File: src/rtl/pwm3_pkg.sv
package pwm3_pkg;
  localparam int NPH = 3;
  localparam logic [2:0] A_PER   = 3'd0;
  localparam logic [2:0] A_DEAD  = 3'd1;
  localparam logic [2:0] A_MINP  = 3'd2;
  localparam logic [2:0] A_SYNCW = 3'd3;
  localparam logic [2:0] A_DUTY0 = 3'd4;
  localparam logic [2:0] A_CTRL  = 3'd7;
  localparam int B_DBL  = 0;
  localparam int B_XOV  = 1;
  localparam int B_DISH = 4;
  localparam int B_DISL = 7;
  localparam int B_CHH  = 10;
  localparam int B_CHL  = 11;
  localparam logic [15:0] CTRL_RST = 16'h03F0;
endpackage

File: src/rtl/pwm3_regs.sv
module pwm3_regs
  import pwm3_pkg::*;
#(
  parameter int CW  = 16,
  parameter int DTW = 10,
  parameter int SWW = 8
) (
  input  logic                     clk,
  input  logic                     rst,
  input  logic                     wr_en,
  input  logic [2:0]               wr_addr,
  input  logic [CW-1:0]            wr_data,
  output logic [CW-1:0]            st_per,
  output logic [DTW-1:0]           st_dt,
  output logic [CW-1:0]            st_minp,
  output logic [SWW-1:0]           st_syncw,
  output logic [NPH-1:0][CW-1:0]   st_duty,
  output logic [15:0]              ctrl
);
  always_ff @(posedge clk) begin
    if (rst) begin
      st_per   <= '0;
      st_dt    <= '0;
      st_minp  <= '0;
      st_syncw <= '0;
      st_duty  <= '0;
      ctrl     <= CTRL_RST;
    end else if (wr_en) begin
      case (wr_addr)
        A_PER:   st_per   <= wr_data;
        A_DEAD:  st_dt    <= wr_data[DTW-1:0];
        A_MINP:  st_minp  <= wr_data;
        A_SYNCW: st_syncw <= wr_data[SWW-1:0];
        A_CTRL:  ctrl     <= wr_data[15:0];
        default: st_duty[wr_addr - A_DUTY0] <= wr_data;
      endcase
    end
  end
endmodule

File: src/rtl/pwm3_timer.sv
module pwm3_timer
  import pwm3_pkg::*;
#(
  parameter int CW  = 16,
  parameter int DTW = 10,
  parameter int SWW = 8
) (
  input  logic                     clk,
  input  logic                     rst,
  input  logic                     dbl,
  input  logic [CW-1:0]            st_per,
  input  logic [DTW-1:0]           st_dt,
  input  logic [CW-1:0]            st_minp,
  input  logic [SWW-1:0]           st_syncw,
  input  logic [NPH-1:0][CW-1:0]   st_duty,
  output logic [CW-1:0]            h_cnt,
  output logic                     dir_dn,
  output logic [CW-1:0]            act_per,
  output logic [DTW-1:0]           act_dt,
  output logic [CW-1:0]            act_minp,
  output logic [NPH-1:0][CW-1:0]   act_duty,
  output logic                     sync_q
);
  logic [CW:0]    h_inc;
  logic           mid_pt, end_pt;
  logic [SWW-1:0] s_left;

  assign h_inc  = {1'b0, h_cnt} + 1'b1;
  assign mid_pt = !dir_dn && (h_inc >= {1'b0, act_per});
  assign end_pt = dir_dn && (h_cnt == '0);

  always_ff @(posedge clk) begin
    if (rst) begin
      h_cnt    <= '0;
      dir_dn   <= 1'b0;
      act_per  <= '0;
      act_dt   <= '0;
      act_minp <= '0;
      act_duty <= '0;
      s_left   <= '0;
      sync_q   <= 1'b0;
    end else begin
      if (end_pt) begin
        dir_dn   <= 1'b0;
        h_cnt    <= '0;
        act_per  <= st_per;
        act_dt   <= st_dt;
        act_minp <= st_minp;
        act_duty <= st_duty;
        s_left   <= st_syncw;
        sync_q   <= 1'b1;
      end else begin
        if (s_left != '0) begin
          s_left <= s_left - 1'b1;
          sync_q <= 1'b1;
        end else begin
          sync_q <= 1'b0;
        end
        if (mid_pt) begin
          dir_dn <= 1'b1;
          if (dbl) act_duty <= st_duty;
        end else if (dir_dn) begin
          h_cnt <= h_cnt - 1'b1;
        end else begin
          h_cnt <= h_inc[CW-1:0];
        end
      end
    end
  end
endmodule

File: src/rtl/pwm3_dtgate.sv
module pwm3_dtgate #(
  parameter int DTW = 10
) (
  input  logic           clk,
  input  logic           rst,
  input  logic           raw,
  input  logic [DTW-1:0] dt,
  output logic           gated
);
  localparam int DCW = DTW + 1;
  logic [DCW-1:0] need, run;

  assign need  = {dt, 1'b0};
  assign gated = raw && (run >= need);

  always_ff @(posedge clk) begin
    if (rst || !raw) run <= '0;
    else if (run < need) run <= run + 1'b1;
  end
endmodule

File: src/rtl/pwm3_phase.sv
module pwm3_phase #(
  parameter int CW  = 16,
  parameter int DTW = 10
) (
  input  logic           clk,
  input  logic           rst,
  input  logic [CW-1:0]  h_cnt,
  input  logic [CW-1:0]  per,
  input  logic [CW-1:0]  duty,
  input  logic [CW-1:0]  minp,
  input  logic [DTW-1:0] dt,
  input  logic           xov,
  input  logic           dis_h,
  input  logic           dis_l,
  input  logic           chop,
  input  logic           chh_en,
  input  logic           chl_en,
  output logic           gh,
  output logic           gl
);
  logic [CW-1:0] sat, rest, eff;
  logic          on_q;
  logic [1:0]    raw, gated;

  always_comb begin
    sat  = (duty >= per) ? per : duty;
    rest = per - sat;
    if (sat < minp)       eff = '0;
    else if (rest < minp) eff = per;
    else                  eff = sat;
  end

  assign on_q   = ({1'b0, h_cnt} + {1'b0, eff}) >= {1'b0, per};
  assign raw[0] = xov ? !on_q : on_q;
  assign raw[1] = !raw[0];

  for (genvar s = 0; s < 2; s++) begin : g_side
    pwm3_dtgate #(.DTW(DTW)) u_dt (
      .clk(clk), .rst(rst), .raw(raw[s]), .dt(dt), .gated(gated[s])
    );
  end

  always_ff @(posedge clk) begin
    if (rst) begin
      gh <= 1'b0;
      gl <= 1'b0;
    end else begin
      gh <= gated[0] && !dis_h && (!chh_en || chop);
      gl <= gated[1] && !dis_l && (!chl_en || chop);
    end
  end
endmodule

File: src/rtl/pwm3_gen.sv
module pwm3_gen
  import pwm3_pkg::*;
#(
  parameter int CW  = 16,
  parameter int DTW = 10,
  parameter int SWW = 8,
  parameter int CHW = 3
) (
  input  logic          clk,
  input  logic          rst,
  input  logic          wr_en,
  input  logic [2:0]    wr_addr,
  input  logic [CW-1:0] wr_data,
  output logic [2:0]    gate_hi,
  output logic [2:0]    gate_lo,
  output logic          sync_out
);
  logic [CW-1:0]          st_per, st_minp, act_per, act_minp, h_cnt;
  logic [DTW-1:0]         st_dt, act_dt;
  logic [SWW-1:0]         st_syncw;
  logic [NPH-1:0][CW-1:0] st_duty, act_duty;
  logic [15:0]            ctrl;
  logic                   dir_dn;
  logic [NPH-1:0]         dis_h, dis_l, xov;
  logic [CHW-1:0]         cdiv;

  assign dis_h = ctrl[B_DISH +: NPH];
  assign dis_l = ctrl[B_DISL +: NPH];
  assign xov   = ctrl[B_XOV  +: NPH];

  always_ff @(posedge clk) begin
    if (rst) cdiv <= '0;
    else     cdiv <= cdiv + 1'b1;
  end

  pwm3_regs #(.CW(CW), .DTW(DTW), .SWW(SWW)) u_regs (
    .clk(clk), .rst(rst), .wr_en(wr_en), .wr_addr(wr_addr), .wr_data(wr_data),
    .st_per(st_per), .st_dt(st_dt), .st_minp(st_minp), .st_syncw(st_syncw),
    .st_duty(st_duty), .ctrl(ctrl)
  );

  pwm3_timer #(.CW(CW), .DTW(DTW), .SWW(SWW)) u_timer (
    .clk(clk), .rst(rst), .dbl(ctrl[B_DBL]),
    .st_per(st_per), .st_dt(st_dt), .st_minp(st_minp), .st_syncw(st_syncw),
    .st_duty(st_duty), .h_cnt(h_cnt), .dir_dn(dir_dn), .act_per(act_per),
    .act_dt(act_dt), .act_minp(act_minp), .act_duty(act_duty), .sync_q(sync_out)
  );

  for (genvar p = 0; p < NPH; p++) begin : g_ph
    pwm3_phase #(.CW(CW), .DTW(DTW)) u_ph (
      .clk(clk), .rst(rst), .h_cnt(h_cnt), .per(act_per), .duty(act_duty[p]),
      .minp(act_minp), .dt(act_dt), .xov(xov[p]), .dis_h(dis_h[p]),
      .dis_l(dis_l[p]), .chop(cdiv[CHW-1]), .chh_en(ctrl[B_CHH]),
      .chl_en(ctrl[B_CHL]), .gh(gate_hi[p]), .gl(gate_lo[p])
    );
  end
endmodule

File: config.mk
export PLATFORM = sky130hd
export DESIGN_NAME = pwm3_gen
export DESIGN_NICKNAME = d
export VERILOG_FILES = /design/src/rtl/pwm3_pkg.sv /design/src/rtl/pwm3_regs.sv /design/src/rtl/pwm3_timer.sv /design/src/rtl/pwm3_dtgate.sv /design/src/rtl/pwm3_phase.sv /design/src/rtl/pwm3_gen.sv
export SDC_FILE = /design/constraint.sdc
export NUM_CORES = 1
export LEC_CHECK = 0
export BUFFER_PORTS_ARGS = -buffer_cell sky130_fd_sc_hd__buf_4
export CORE_UTILIZATION = 35
export CTS_CLUSTER_SIZE = 24
export DETAILED_ROUTE_END_ITERATION = 12
export GPL_TIMING_DRIVEN = 0
export HOLD_SLACK_MARGIN = 0.02
export PLACE_DENSITY_LB_ADDON = 0.2
export SYNTH_ARGS = -nofsm -noshare
export SYNTH_HDL_FRONTEND = slang
export SYNTH_HIERARCHICAL = 1
export SYNTH_SLANG_ARGS = --single-unit
File: constraint.sdc
create_clock -name clk -period 11.7 [get_ports clk]
set_clock_uncertainty 0.2 [all_clocks]
set_input_delay 2.34 -clock clk [delete_from_list [all_inputs] [get_ports clk]]
set_output_delay 2.34 -clock clk [all_outputs]
set_load 0.005 [all_outputs]
==> flow_metrics.env <==
export IMPL_status="completed"
export IMPL_cpMaxStageDelayCell="or4b_1"
export IMPL_slew_headroom_pct=33.2
export IMPL_antenna_found_initial=4
export IMPL_finalHoldViolCount=0
export IMPL_drt_total_wl_um=78100
export IMPL_clock_sinks=301
export IMPL_area_delta_synth_final_pct=12.4
export IMPL_max_cap_viol_count=0
export IMPL_final_common_cell="ha_1"
export IMPL_regArea_um2=6080
export IMPL_std_cell_rows=97
export IMPL_ys_warn_count=6
export IMPL_max_freq_mhz=90.9
export IMPL_power_leakage_uw=0.0123
export IMPL_dp_hpwl_um=58700
export IMPL_cts_root_buf="clkbuf_16"
export IMPL_insertion_delay_ns=0.54
export IMPL_start_util_pct=35.4
export IMPL_tritoncts="yes"
export IMPL_critPathCapture="g_ph[1].u_ph/g_side[0].u_dt/run[7]"
export IMPL_htree_levels=2
export IMPL_clk_pin_slew_ns=0.06
export IMPL_critical_path_max_fanout=10
export IMPL_grtUsageTotal_pct=21.3
export IMPL_drive_gt1_share_pct=8.62
export IMPL_critPathLaunch="u_timer/act_per[5]"
export IMPL_num_vias=21300
export IMPL_max_stage_delay_ns=0.52
export IMPL_slew_violations=0
export IMPL_grt_pass1_vias=19800
export IMPL_min_delay_path_class="reg2reg"
export IMPL_regToRegEndpoint="g_ph[1].u_ph/g_side[0].u_dt/run[7]"
export IMPL_rr_worst_depth=46
export IMPL_worstMarginPinSlew_ns=0.995
export IMPL_fin_crit_ns=11.00
export IMPL_grt_pass1_wl_um=117000
export IMPL_drtIter0Drc=1233
export IMPL_critPathRequiredTime_ns=11.95
export IMPL_final_cell_mix="ha_1 (365), dfxtp_1 (285), inv_1 (274)"
export IMPL_end_kind="flop"
export IMPL_port_buffers=28
export IMPL_netlist_area_um2=24900
export IMPL_post_route_period_util_pct=94.1
export IMPL_synth_area_per_cell_um2=8.30
export IMPL_r2r_start="u_timer/act_per[5]"
export IMPL_synth_nets=3394
export IMPL_firstDrtPassIters=5
export IMPL_ir_drop_v=0.000485
export IMPL_crit_top_cell="ha_1"
export IMPL_final_nets=3504
export IMPL_p_total_uw=7200
export IMPL_routabilityCongestion=0.850
export IMPL_grt_max_degree=27
export IMPL_drc_errors=0
export IMPL_rrSetupSlack_ns=0.70
export IMPL_ios=29
export IMPL_cp_start_kind="flop"
export IMPL_die_area_um2=72200
export IMPL_die_x_um=269
export IMPL_postRouteAntennaNets=0
export IMPL_placed_area_um2=26300
export IMPL_critPathArrivalTime_ns=11.25
export IMPL_vias_per_cell=5.23
export IMPL_multi_input_area_um2=17300
export IMPL_min_from="u_regs/ctrl[7]"
export IMPL_gr_total_overflow=0
export IMPL_clk_path_buf_depth=3
export IMPL_setup_viol=0
export IMPL_path_class="reg2reg"
export IMPL_die_h_um=269
export IMPL_stdcell_area_um2=28000
export IMPL_hold_buffers=0
export IMPL_synth_cells=3001
export IMPL_fillers=7283
export IMPL_routedWlPerCell_um=19.2
export IMPL_cts_made_buffers=36
export IMPL_p_per_area_nw_per_um2=257
export IMPL_core_area_um2=70300
==> area by class of cell <==
| type | count | area share [%] |
|---|---|---|
| antenna | 1 | 0.00894 |
| buffer | 110 | 2.31 |
| clock buffer | 51 | 3.71 |
| clock inverter | 10 | 0.420 |
| inverter | 274 | 3.68 |
| multi-input combinational | 2316 | 61.7 |
| sequential | 301 | 21.7 |
| tap | 940 | 4.20 |
| timing repair buffer | 72 | 2.20 |
==> worst min path at each step <==
stage	slack [ns]	cells past startpoint	to
after global routing	0.24	1	g_ph[0].u_ph/gh
after global placement	0.21	1	cdiv[0]
after floorplan	0.19	1	cdiv[0]
final	0.23	1	g_ph[0].u_ph/gl
after CTS	0.23	1	g_ph[2].u_ph/gh
after detailed placement	0.22	1	cdiv[0]
==> report_power, final <==
group	internal, uW	switching (uW)	leakage (uW)
sequential	1080	136	0.00245
clock	664	459	0.000572
combinational	2050	2810	0.00928
total	3800	3400	0.0123
==> flip-flops by register name, indices dropped and copies added, names as in the netlist, 8 cells and up <==
signal                     cells
u_regs/st_dt                  10
u_regs/ctrl                   12
u_regs/st_syncw                8
u_regs/st_minp                16
u_timer/s_left                 8
u_regs/st_per                 16
u_regs/st_duty                48
u_timer/act_per               16
u_timer/h_cnt                 16
u_timer/act_minp              16
g_ph.u_ph/g_side.u_dt/run     66
u_timer/act_dt                10
u_timer/act_duty              48
==> layer usage <==
metal  global-route usage, %  routed length, um  up-vias
met1                    29.0              36900     9935
met3                    2.71               3400       99
met5                       0                 22        -
met4                    6.88               2010        4
li1                        -                  -    10900
met2                    34.6              35700      372
==> critical path, delay by kind of cell, from the launching register on <==
kind	cells	cell delay [ns]
fa+ha+maj	6	1.80
simple gates	13	2.81
xor+xnor	2	0.29
buf+inv	5	0.80
mux	1	0.19
flops	1	0.48
compound gates	19	4.29
==> repair_timing <==
action,4_1_cts,5_1_grt
buffers inserted,3,40
setup endpoints to repair,55,71
resized for setup,24,23
pin swaps,1,4
==> through the flow <==
step	TNS [ns]	cells	setup slack, ns	util [%]	hold slack, ns
CTS	0	4034	0.0264	39.2	0.229
global placement	-38.06	3969	-1.51	37.4	0.214
finish	0	4075	0.696	39.8	0.226
floorplan	0	3001	1.72	-	0.195
global route	-0.00903	4074	-0.00903	39.8	0.243
detailed placement	-19.25	3970	-0.835	37.4	0.216
(Power assumes the default switching activity.)
